### src/rtl/cts_gate_pkg.sv
// Package: shared types for the CTS transmit gate.
// Assumes: the transmitter frame-boundary indications are single-bit, same clock.
package cts_gate_pkg;

    // Frame-boundary indications from the transmit engine
    typedef struct packed {
        logic idle;      // no frame in progress
        logic stop_end;  // stop bit finished this cycle
    } tx_bound_t;

    // True when a new start decision may be taken
    function automatic logic at_boundary(input tx_bound_t b);
        return b.idle | b.stop_end;
    endfunction

endpackage

### src/rtl/cts_gate_sync.sv
// Module: cts_gate_sync
// Brings the asynchronous active-low CTS pin into the clock domain through a
// flop chain, and flags the cycle in which the synchronized level rises.
// Assumes: STAGES >= 2; reset value is "not clear" (1) so no false edge.
module cts_gate_sync #(
    parameter int STAGES = 2
) (
    input  logic clk,
    input  logic rst_n,
    input  logic pin_i,
    output logic sync_o,
    output logic rise_o
);
    localparam int TOP = STAGES - 1;

    logic [TOP:0] chain_q;
    logic         prev_q;

    // Shift the pin level through the synchronizer chain
    always_ff @(posedge clk) begin
        if (!rst_n) chain_q <= '1;
        else        chain_q <= {chain_q[TOP-1:0], pin_i};
    end

    // Remember the previous synchronized level for edge detection
    always_ff @(posedge clk) begin
        if (!rst_n) prev_q <= 1'b1;
        else        prev_q <= chain_q[TOP];
    end

    assign sync_o = chain_q[TOP];
    assign rise_o = chain_q[TOP] & ~prev_q;

    generate
        if (STAGES == 2) begin : g_chk2

            sync_delay_chk: assert property (@(posedge clk) disable iff (!rst_n)
                ($past(rst_n) && $past(rst_n, 2)) |-> (sync_o == $past(pin_i, 2)));
        end
    endgenerate

endmodule

### src/rtl/cts_gate_permit.sv
// Module: cts_gate_permit
// Holds the start decision for the transmitter. It re-samples the synchronized
// CTS level only at a frame boundary, so a running frame is never cut short.
// Assumes: stop_end pulses for exactly the cycle the stop bit completes.
module cts_gate_permit
    import cts_gate_pkg::*;
(
    input  logic      clk,
    input  logic      rst_n,
    input  logic      cts_sync_i,
    input  tx_bound_t bound_i,
    input  logic      gate_en_i,
    output logic      permit_o
);
    logic permit_q;
    logic sample;

    assign sample = at_boundary(bound_i);

    // Update the start decision at boundaries only
    always_ff @(posedge clk) begin
        if (!rst_n)      permit_q <= 1'b0;
        else if (sample) permit_q <= ~cts_sync_i;
    end

    // Gating disabled forces the permit high
    always_comb begin
        permit_o = gate_en_i ? permit_q : 1'b1;
    end


    boundary_only_chk: assert property (@(posedge clk) disable iff (!rst_n)
        ($past(rst_n) && (permit_q != $past(permit_q))) |-> $past(sample));


    stop_wait_chk: assert property (@(posedge clk) disable iff (!rst_n)
        ($past(rst_n) && $past(permit_q) && !$past(sample)) |-> permit_q);

endmodule

### src/rtl/cts_gate_status.sv
// Module: cts_gate_status
// Sticky CTS-deassert flag with read-clear, and the qualified interrupt.
// Assumes: rise_i is a one-cycle pulse from the synchronizer edge detector.
module cts_gate_status (
    input  logic clk,
    input  logic rst_n,
    input  logic rise_i,
    input  logic gate_en_i,
    input  logic irq_en_i,
    input  logic clr_i,
    output logic stat_o,
    output logic irq_o
);
    logic stat_q;
    logic set_evt;

    assign set_evt = rise_i & gate_en_i & irq_en_i;

    // Set on a qualified CTS rise; clear on read strobe; set wins
    always_ff @(posedge clk) begin
        if (!rst_n)       stat_q <= 1'b0;
        else if (set_evt) stat_q <= 1'b1;
        else if (clr_i)   stat_q <= 1'b0;
    end

    // Interrupt is the flag qualified by its enable
    always_comb begin
        stat_o = stat_q;
        irq_o  = stat_q & irq_en_i;
    end


    set_taken_chk: assert property (@(posedge clk) disable iff (!rst_n)
        ($past(rst_n) && $past(rise_i && gate_en_i && irq_en_i)) |-> stat_q);


    sticky_hold_chk: assert property (@(posedge clk) disable iff (!rst_n)
        ($past(rst_n) && $past(stat_q) && !$past(clr_i)) |-> stat_q);

endmodule

### src/rtl/cts_tx_gate.sv
// Module: cts_tx_gate (top)
// Automatic CTS transmit gate: synchronizes the remote CTS pin, holds the
// transmit start decision between frame boundaries, and latches a status
// flag and interrupt when CTS deasserts.
// Assumes: tx_idle and tx_stop_end come from the transmit engine on clk.
module cts_tx_gate #(
    parameter int SYNC_STAGES = 2
) (
    input  logic clk,
    input  logic rst_n,
    input  logic cts_n_pin,
    input  logic gate_en,
    input  logic cts_irq_en,
    input  logic tx_idle,
    input  logic tx_stop_end,
    input  logic stat_clr,
    output logic tx_permit,
    output logic cts_stat,
    output logic cts_irq
);
    import cts_gate_pkg::*;

    logic      cts_sync;
    logic      cts_rise;
    tx_bound_t bound;

    assign bound = '{idle: tx_idle, stop_end: tx_stop_end};

    cts_gate_sync #(.STAGES(SYNC_STAGES)) u_sync (
        .clk    (clk),
        .rst_n  (rst_n),
        .pin_i  (cts_n_pin),
        .sync_o (cts_sync),
        .rise_o (cts_rise)
    );

    cts_gate_permit u_permit (
        .clk        (clk),
        .rst_n      (rst_n),
        .cts_sync_i (cts_sync),
        .bound_i    (bound),
        .gate_en_i  (gate_en),
        .permit_o   (tx_permit)
    );

    cts_gate_status u_status (
        .clk       (clk),
        .rst_n     (rst_n),
        .rise_i    (cts_rise),
        .gate_en_i (gate_en),
        .irq_en_i  (cts_irq_en),
        .clr_i     (stat_clr),
        .stat_o    (cts_stat),
        .irq_o     (cts_irq)
    );

endmodule

### config.mk
export PLATFORM = sky130hd
export DESIGN_NAME = cts_tx_gate
export DESIGN_NICKNAME = d
export VERILOG_FILES = /design/src/rtl/cts_gate_pkg.sv /design/src/rtl/cts_gate_sync.sv /design/src/rtl/cts_gate_permit.sv /design/src/rtl/cts_gate_status.sv /design/src/rtl/cts_tx_gate.sv
export SDC_FILE = /design/constraint.sdc
export NUM_CORES = 1
export LEC_CHECK = 0
export ABC_AREA = 1
export BUFFER_PORTS_ARGS = -buffer_cell sky130_fd_sc_hd__buf_2
export CAP_MARGIN = 5
export CORE_AREA = 2 2 39 41
export CTS_CLUSTER_SIZE = 25
export DETAILED_ROUTE_END_ITERATION = 6
export DIE_AREA = 0 0 41 43
export GPL_ROUTABILITY_DRIVEN = 0
export RECOVER_POWER = 25
export SKIP_CTS_REPAIR_TIMING = 1
export SLEW_MARGIN = 20
export SYNTH_ARGS = -nofsm -noshare
export SYNTH_HDL_FRONTEND = slang
export SYNTH_HIERARCHICAL = 1
export SYNTH_SLANG_ARGS = --single-unit
### constraint.sdc
create_clock -name clk -period 1.3 [get_ports clk]
set_clock_uncertainty 0.1 [all_clocks]
set_input_delay 0.065 -clock clk [delete_from_list [all_inputs] [get_ports clk]]
set_output_delay 0.065 -clock clk [all_outputs]
set_load 0.02 [all_outputs]
* Word-level counts from Yosys, hierarchy flattened
Index checks and enable logic that the tools add are counted.
Storage, ports and cells: register bits 5, input port bits 8, output and inout port bits 3, word-level logic and storage cells 15
Operators by class: muxes and demuxes 3, bitwise operators 7, reduce and logical (&&, ||, !) cells 1
Operators by type and width (number):
- AND 1 bit | 4
- 2-to-1 mux 1 bit | 3
- inverter 1 bit | 2
- nonzero test 2 bit | 1
- OR 1 bit | 1

* Longest topological paths before layout
Gate-level depths: netlist of the first run.
word-level depth 5, mapped depth 4, mapped depth without buffers 4

* By module
Netlist of the first run, hierarchy kept.
Modules (own cells, without submodules):
- cts_gate_sync | times used 1, cells each 10, area each 88.8 µm², sequential area each 60.1 µm²
- cts_gate_permit | times used 1, cells each 9, area each 52.6 µm², sequential area each 20.0 µm²
- cts_gate_status | times used 1, cells each 8, area each 52.6 µm², sequential area each 20.0 µm²

* Least setup slack after synthesis of the first run
No wires, ideal clock.
kind register to output, start register u_status.stat_q (netlist: u_status/stat_o), end output port cts_irq, arrival time 652 ps, required time 1135 ps, setup slack 483 ps, stages on the path, launching flop included 3, buffers on the path 0, path through dfxtp_1 -> nand2_1 -> inv_1
On the way: word-level cells in the longest chain between the ends 1
Ends and longest elaborated chain:
- start, declared | line cts_gate_status.sv:14 | logic stat_q;
- start signal, assigned | line cts_gate_status.sv:21 | if (!rst_n) stat_q <= 1'b0;
- start signal, assigned | line cts_gate_status.sv:22 | else if (set_evt) stat_q <= 1'b1;
- start signal, assigned | line cts_gate_status.sv:23 | else if (clr_i) stat_q <= 1'b0;
- AND 1 bit | line cts_gate_status.sv:29 | irq_o = stat_q & irq_en_i;
- end, declared | line cts_tx_gate.sv:19 | output logic cts_irq
Every way passes these cells.

* Worst setup path in the final report of the first run
start input port cts_irq_en, end output port cts_irq
On the way: word-level cells in the longest chain between the ends 1
Ends and longest elaborated chain:
- start, declared | line cts_tx_gate.sv:13 | input logic cts_irq_en,
- AND 1 bit | line cts_gate_status.sv:29
Every way passes these cells.

==> results of run 1 <==
-- layout make-up --
cell class                 count  area [um2]
fill                         156        1050
sequential                     5         100
timing repair buffer          14        88.8
multi-input combinational     14        63.8
inverter                       8        30.0
clock buffer                   4        26.3
tap                           16        20.0
-- worst max path at each step --
stage	start	endpoint	slack (ns)
6_report	cts_irq_en	cts_irq	0.19
5_1_grt	cts_irq_en	cts_irq	0.12
4_1_cts	u_status/stat_o	cts_irq	0.30
3_5_place_dp	u_sync/chain_q[1]	u_status/stat_o	0.48
3_3_place_gp	u_sync/chain_q[1]	u_status/stat_o	0.52
2_1_floorplan	u_status/stat_o	cts_irq	0.48
-- power groups by stage --
stage	logic, W	registers (W)	clock network [W]
floorplan	0.0000153	0.000164	0
global placement	0.0000321	0.000164	0
detailed placement	0.0000323	0.000164	0
CTS	0.0000326	0.000161	0.000192
global route	0.0000465	0.000161	0.000200
finish	0.0000408	0.000161	0.000178
-- metal layers --
metal / GRT usage [%] / vias to the layer above
met5: 0 / -
met3: 7.85 / 0
met4: 6.00 / 0
met1: 4.21 / 84
met2: 5.63 / 12
li1: - / 111
-- state kept, by name, summed over array words and instances, names as in the netlist --
signal	flops
u_permit/permit_q	1
u_status/stat_o	1
u_sync/chain_q	2
u_sync/prev_q	1
-- stage by stage --
step,setup slack (ns),cells,power [W],instance area (um2)
finish,0.190,61,0.000380,329
global route,0.123,61,0.000408,329
CTS,0.301,57,0.000386,290
detailed placement,0.478,53,0.000196,264
global placement,0.520,53,0.000196,264
floorplan,0.483,27,0.000179,194
-- kinds of logic (layout without fill, tap and decap cells) --
kind of cell / after synthesis / count (layout) / share of synthesized area (%)
AOI/OAI and AO/OA: 1 / 1 / 4.52
buffers and inverters: 8 / 26 / 15.5
DFF: 5 / 5 / 51.6
and+or+nand+nor: 13 / 13 / 28.4
-- placed cells by master (no fill, tap or decap), types with 2 or more instances in the layout --
| cell | instances |
|---|---|
| inv_1 | 8 |
| nor2_2 | 2 |
| clkbuf_4 | 3 |
| dlygate4sd3_1 | 4 |
| buf_2 | 9 |
| clkbuf_1 | 2 |
| nor2_1 | 2 |
| nand2_1 | 8 |
| dfxtp_1 | 5 |
-- synth_stat cells --
library cell,number,area (um2)
a21oi_2,1,8.76
dfxtp_1,5,100
nor2_1,2,7.51
inv_1,8,30.0
nand2_1,8,30.0
nand3_1,1,5.00
nor2_2,2,12.5
-- worst reg2reg max path, cell delays in order, from the launching register on --
cell     delay, ns
dfxtp_1       0.32
inv_1         0.06
nor2_2        0.07
nand3_1       0.09
a21oi_2       0.11
==> metrics, run 1 <==
sw frac a little over a fifth; final hold violation count 0; CP max stage delay ~0.53 ns; worst vdd ir 0.296 mV; Startpoint Class input port; WL met3 between 70 and 80 um; die extent in y ~43 um; Seq pwr share between 40% and 50%; Total Neg Setup Slack 0 ns; post-synthesis sequential area ratio 51.6%; hpwl dp roughly 260 um; Critical R2R Capture u_status/stat_o; final core utilization between 20% and 30%; CTS Root Cell clkbuf_4; share of cells above drive strength 1 about a third; Final min period between 1 and 1.5 ns; Final Setup Violations 0; NetSw just over 0.00008 W; starting density of the core 14.0%; total stage count of the critical path 5; gr usage total ~5.5%; NumNets Final 54; Hold Slack approximately 0.0081 ns; CTS tree built; CP Capture Type output port; Final Max Slew Viols 0; slew margin rel. 84.5%; crit path DAT 0.95 ns; CP delay by family, top buffers and inverters; CTS buffer count 3; Slew @ Worst Pin between 0.2 and 0.25 ns; worst skew pair latency around 0.24 ns; Area Growth Syn to Fin 69.7%; LEAKAGE 0.188 nW; worst path bufs/invs 4; Pwr Density approximately 1200 nW/um2; max_cap viols 0; CP max stage cell dlygate4sd3_1; Clock Path Buffers 2; Combinational Power Share between 10% and 20%; die width 41 um; largest net degree at the start of global routing 6; number of routed nets with antenna violations 0; crit share post-route a little under nine tenths; r2r setup slk a little under 0.5 ns; via count between 200 and 250; hold wc startpoint tx_idle; met2 routed WL 132 um; first-pass GRT wire length between 500 and 600 um; Antenna Cells 0; worst r2r src u_sync/chain_q[1]; Die ar. between 1500 and 2000 um2; CP Class input port to output port; Worst Path Required between 1 and 1.5 ns; drt initial violations 2; cell mode on critical path buf_2; row cnt 14; routed vias/inst 3.39; # IOs 11; DRC violations left 0; status completed; Max Used Layer met3; RSZ-0062 raised after global routing no; initial antenna violation count 0; total core area between 1000 and 1500 um2; Synth cell types 7; Worst-path clk slew 0.04 ns; WL per Instance about 6.0 um; drt pass-1 iters 2; Critical Path, Cell by Cell dlygate4sd3_1, buf_2, nand2_1, inv_1, buf_2; clk sink count 5; Worst Hold Class input port to flop; Achievable Freq between 0.9 and 1 GHz; Metal-1 WL between 150 and 200 um; #FFs+latches synth 5; Ys Warns 6; Total Wirelength 368 um; Syn Nets 35; Port-buffer cells 10; clock share of power between 40% and 50%; synthesized instance count 27; hold depth 4; cell-internal power a little under 0.0003 W; grt ovf 0; Post-Syn Area 194 um2; Hold Path Sink u_permit/permit_q; CTS H-tree depth 1; R2R cell count 4; syn avg cell area 7.18 um2; vias in the first global route around 140; crit path max fanout 2
Power figures use the tool's default switching activity.
==> inputs of run 2 (changes only) <==
--- a/config.mk
+++ b/config.mk
@@ -11,2 +11,3 @@
 export CORE_AREA = 2 2 39 41
+export CTS_CLUSTER_DIAMETER = 200
 export CTS_CLUSTER_SIZE = 25
--- a/constraint.sdc
+++ b/constraint.sdc
@@ -4,2 +4,2 @@
 set_output_delay 0.065 -clock clk [all_outputs]
-set_load 0.02 [all_outputs]
+set_load 0.1 [all_outputs]
==> run 2 against run 1 <==
Setup slack got worse by 0.15 ns. Sequential power about the same. Sequential share of layout area down 0.88 points. Via count fell by 3.9%. Count of clock-buffer cells in the layout unchanged. Maximum frequency is 12% lower. Worst hold slack worse by 0.0067 ns. First-iteration DRC count rose by 100%. Flip-flop and latch count unchanged. Clock power barely moved. Critical path depth did not move. Core utilization rose by 1.6 points. Largest cell class unchanged.
==> metrics, run 2 (synthesized netlist as in run 1, its figures left out) <==
R2R cell count 4; worst r2r src u_sync/chain_q[1]; Achievable Freq about 0.79 GHz; FILL cells 150; gr usage total under 10%; # IOs 11; worst vdd ir between 0.3 and 0.4 mV; total core area about 1400 um2; Critical R2R Capture u_status/stat_o; Worst Setup EP cts_irq; worst skew pair latency approximately 0.24 ns; Critical Path, Cell by Cell dlygate4sd3_1, buf_2, nand2_1, clkinvlp_4, buf_12; clk sink count 5; most flop-heavy register u_sync/chain_q; max_cap viols 0; cell-internal power between 0.0002 and 0.0003 W; number of routed nets with antenna violations 0; status completed; Final Max Slew Viols 0; Worst-path clk slew 0.04 ns; Hold Slack 0.00148 ns; sw frac 25.0%; hold depth 3; die width 41 um; grt ovf 0; Final min period approximately 1.3 ns; Slew @ Worst Pin a little under 0.5 ns; starting density of the core ~14%; initial antenna violation count 0; NetSw 0.0000985 W; via count between 150 and 200; drt initial violations 4; final hold violation count 0; crit path DAT between 1 and 1.5 ns; CP Capture Type output port; Worst Path Required between 1 and 1.5 ns; drt pass-1 iters 2; CP Class input port to output port; Startpoint Class input port; slew margin rel. about two thirds; CTS Root Cell clkbuf_4; largest net degree at the start of global routing 6; Port-buffer cells 10; Pwr Density around 1100 nW/um2; Total Wirelength 413 um; routed vias/inst 3.26; CTS tree built; CTS H-tree depth 1; Seq pwr share 40.5%; Final Setup Violations 0; Reg area approximately 100 um2; crit share post-route a little over nine tenths; CTS buffer count 3; WL per Instance between 6 and 7 um; Area Growth Syn to Fin 81.3%; die extent in y around 43 um; Worst Hold Class input port to flop; share of cells above drive strength 1 between 30 and 40%; Die ar. between 1500 and 2000 um2; CP max stage delay about 0.53 ns; first-pass GRT wire length ~600 um; max reg flops 2; hpwl dp ~280 um; Critical Path Source cts_irq_en; vias in the first global route 170; Tot Pwr slightly below 0.0004 W; crit path max fanout 2; Antenna Cells 0; area of the multi-input gates between 60 and 70 um2; DRC violations left 0; most frequent cells in the layout buf_2 (8), nand2_1 (8), inv_1 (7); r2r setup slk ~0.49 ns; Clock Path Buffers 2; row cnt 14; NumNets Final 54; Combinational Power Share around 15%; clock share of power 44.8%; CP max stage cell dlygate4sd3_1; LEAKAGE 0.182 nW
-- run 2: changes by cell type in the layout (fill, tap and decap cells not counted), sizes merged --
cell,previous run,this run
clkinvlp,0,1
inv,8,7
-- run 2: how the worst min path moves through the flow --
stage,startpoint,end,slack [ns]
after floorplan,rst_n,u_sync/chain_q[0],0.03
after global placement,cts_n_pin,u_sync/chain_q[0],0.14
after detailed placement,cts_n_pin,u_sync/chain_q[0],0.14
after CTS,cts_n_pin,u_sync/chain_q[0],-0.12
after global routing,gate_en,u_status/stat_o,0.01
final,gate_en,u_status/stat_o,0.001
-- run 2: worst max-delay path, delay by kind of cell --
family,cells,cell delay [ns]
buffers and inverters,4,0.93
AND/OR/NAND/NOR,1,0.10
-- run 2: metrics by stage --
stage | area, um2 | setup WS (ns) | cells | utilization (%) | setup TNS [ns]
CTS | 313 | 0.0682 | 57 | 22.6 | 0
finish | 352 | 0.0368 | 61 | 25.4 | 0
floorplan | 201 | 0.122 | 27 | - | 0
detailed placement | 287 | 0.333 | 53 | 20.7 | 0
global placement | 287 | 0.356 | 53 | 20.7 | 0
global route | 352 | -0.00603 | 61 | 25.4 | -0.00603
-- run 2: power groups by stage --
stage / logic (W) / clock network [W] / registers, W
5_1_grt: 0.0000648 / 0.000203 / 0.000160
6_report: 0.0000580 / 0.000177 / 0.000160
3_3_place_gp: 0.0000485 / 0 / 0.000162
4_1_cts: 0.0000498 / 0.000188 / 0.000160
2_1_floorplan: 0.0000299 / 0 / 0.000164
3_5_place_dp: 0.0000490 / 0 / 0.000162
-- run 2: routing by layer --
metal	vias up	GRT usage, %	routed length (um)
li1	111	-	-
met1	77	4.50	168
met2	11	7.81	196
met3	0	6.28	48
met4	0	6.00	0
met5	-	0	0
-- run 2: layout make-up --
type	count	share of cell area, %
flip-flops and latches	5	29.5
clock buffers	4	7.47
well taps	16	5.69
inverters	8	9.61
multi-input cells	14	18.1
repair buffers	14	29.5
==> inputs of run 3 (changes only) <==
CELL_PAD_IN_SITES_DETAIL_PLACEMENT = 2   (was unset)
CELL_PAD_IN_SITES_GLOBAL_PLACEMENT = 2   (was unset)
PLACE_DENSITY_LB_ADDON = 0.1   (was unset)
==> run 3 against run 2 <==
The run now ends with hold timing left. Non-clock buffer count shrank 1. Clock power increased by 5%. Wire length rose by 22%. Die area unchanged. Final cell count is 1.6% lower. Global-route usage increased by 1.9 points. Combinational power down 3.6%. Sequential share of layout area up 0.87 points. Total power rose by 1.4%. Via count is 9.0% higher. Flip-flop and latch count unchanged. Critical endpoint is now tx_permit. Largest cell class unchanged.
==> metrics, run 3 (synthesized netlist as in run 1, its figures left out) <==
status finished, violations left; failing checks hold timing; routed vias/inst approximately 3.6; Achievable Freq 0.820 GHz; Slew @ Worst Pin between 0.4 and 0.5 ns; Critical Path, Cell by Cell inv_1, nand2_1, buf_2; row cnt 14; grt ovf 0; via count between 200 and 250; CTS buffer count 3; starting density of the core approximately 14%; Die ar. about 1800 um2; Final min period 1.22 ns; slew margin rel. 68.0%; first-pass GRT wire length between 800 and 900 um; Clock Path Buffers 2; Final Setup Violations 0; grt peak-use layer met2; WL per Instance ~8.4 um; crit path DAT between 1 and 1.5 ns; total core area between 1000 and 1500 um2; CTS H-tree depth 1; CTS Root Cell clkbuf_4; RSZ-0062 raised after global routing no; most frequent cells in the layout buf_2 (8), nand2_1 (8), inv_1 (7); # IOs 11; final hold violation count 1; die width between 40 and 50 um; worst r2r src u_sync/chain_q[1]; hpwl dp a little over 400 um; hold wc startpoint stat_clr; Port-buffer cells 10; DRC violations left 0; area of the multi-input gates between 60 and 70 um2; post-place setup slack between 0.3 and 0.4 ns; max_cap viols 0; Total Neg Setup Slack 0 ns; gr usage total under 10%; CP max stage delay approximately 0.4 ns; Startpoint Class flop; Worst-path clk slew about 0.050 ns; drt initial violations 1; Final Max Slew Viols 0; LEAKAGE roughly 0.18 nW; final worst slack between 0.08 and 0.09 ns; Hold Slack -0.0245 ns; grt met1 use around 7.7%; Pwr Density ~1200 nW/um2; CP Capture Type output port; Total Wirelength slightly above 500 um; drt pass-1 iters 2; CP max stage cell buf_2; largest net degree at the start of global routing 6; crit path max fanout 2; CTS tree built; Worst Hold Class input port to flop; worst vdd ir around 0.32 mV; clk sink count 5; number of routed nets with antenna violations 0; crit share post-route a little over nine tenths; vias in the first global route ~220; Antenna Cells 0; worst skew pair latency 0.25 ns; most flop-heavy register u_sync/chain_q; Reg area ~100 um2; Critical Path Source u_permit/permit_q; met3 Use GR 4.71%; met2 usage around a tenth; CP Class flop to output port; NumNets Final 53; share of cells above drive strength 1 about two fifths; FILL cells about 170; initial antenna violation count 0; Area Growth Syn to Fin 76.1%; max reg flops 2; Worst Path Required 1.13 ns; die extent in y between 40 and 50 um
[run 3: worst paths after layout]
path,endpoint,slack (ns),depth (start not counted)
max,tx_permit,0.08,3
min reg2reg,u_sync/chain_q[1],0.30,2
min,u_status/stat_o,-0.02,4
max reg2reg,u_status/stat_o,0.46,4
[run 3: area by class of cell]
cell class,instances,share of cell area [%]
Sequential cell,5,30.4
Multi-Input combinational cell,14,18.7
Tap cell,16,5.86
Clock buffer,4,7.69
Inverter,8,9.89
Timing Repair Buffer,13,27.5
[run 3: critical path: cells and delay by family (launching register included)]
| kind | cells | cell delay [ns] |
|---|---|---|
| AND/OR/NAND/NOR | 1 | 0.05 |
| flip-flops | 1 | 0.30 |
| buffers and inverters | 2 | 0.46 |
[run 3: stage by stage]
step           area, um2  hold slack (ns)  power [W]  std cells  utilization, %
4_1_cts              313           -0.109   0.000405         57            22.6
3_5_place_dp         287            0.152   0.000213         53            20.7
3_3_place_gp         287            0.134   0.000211         53            20.7
2_1_floorplan        201           0.0337   0.000194         27               -
5_1_grt              342         0.000105   0.000432         60            24.7
6_report             342          -0.0245   0.000400         60            24.7
[run 3: power by group]
part | switching, W | internal [W] | total (W)
sequential | 0.00000187 | 0.000158 | 0.000159
combinational | 0.0000354 | 0.0000205 | 0.0000559
clock | 0.0000683 | 0.000116 | 0.000185
total | 0.000106 | 0.000294 | 0.000400
[run 3: metal layers]
layer / part of all wire [%] / routed length, um
met5: 0 / 0
met4: 4.2 / 21
met3: 7.7 / 39
met2: 52 / 261
met1: 36 / 183
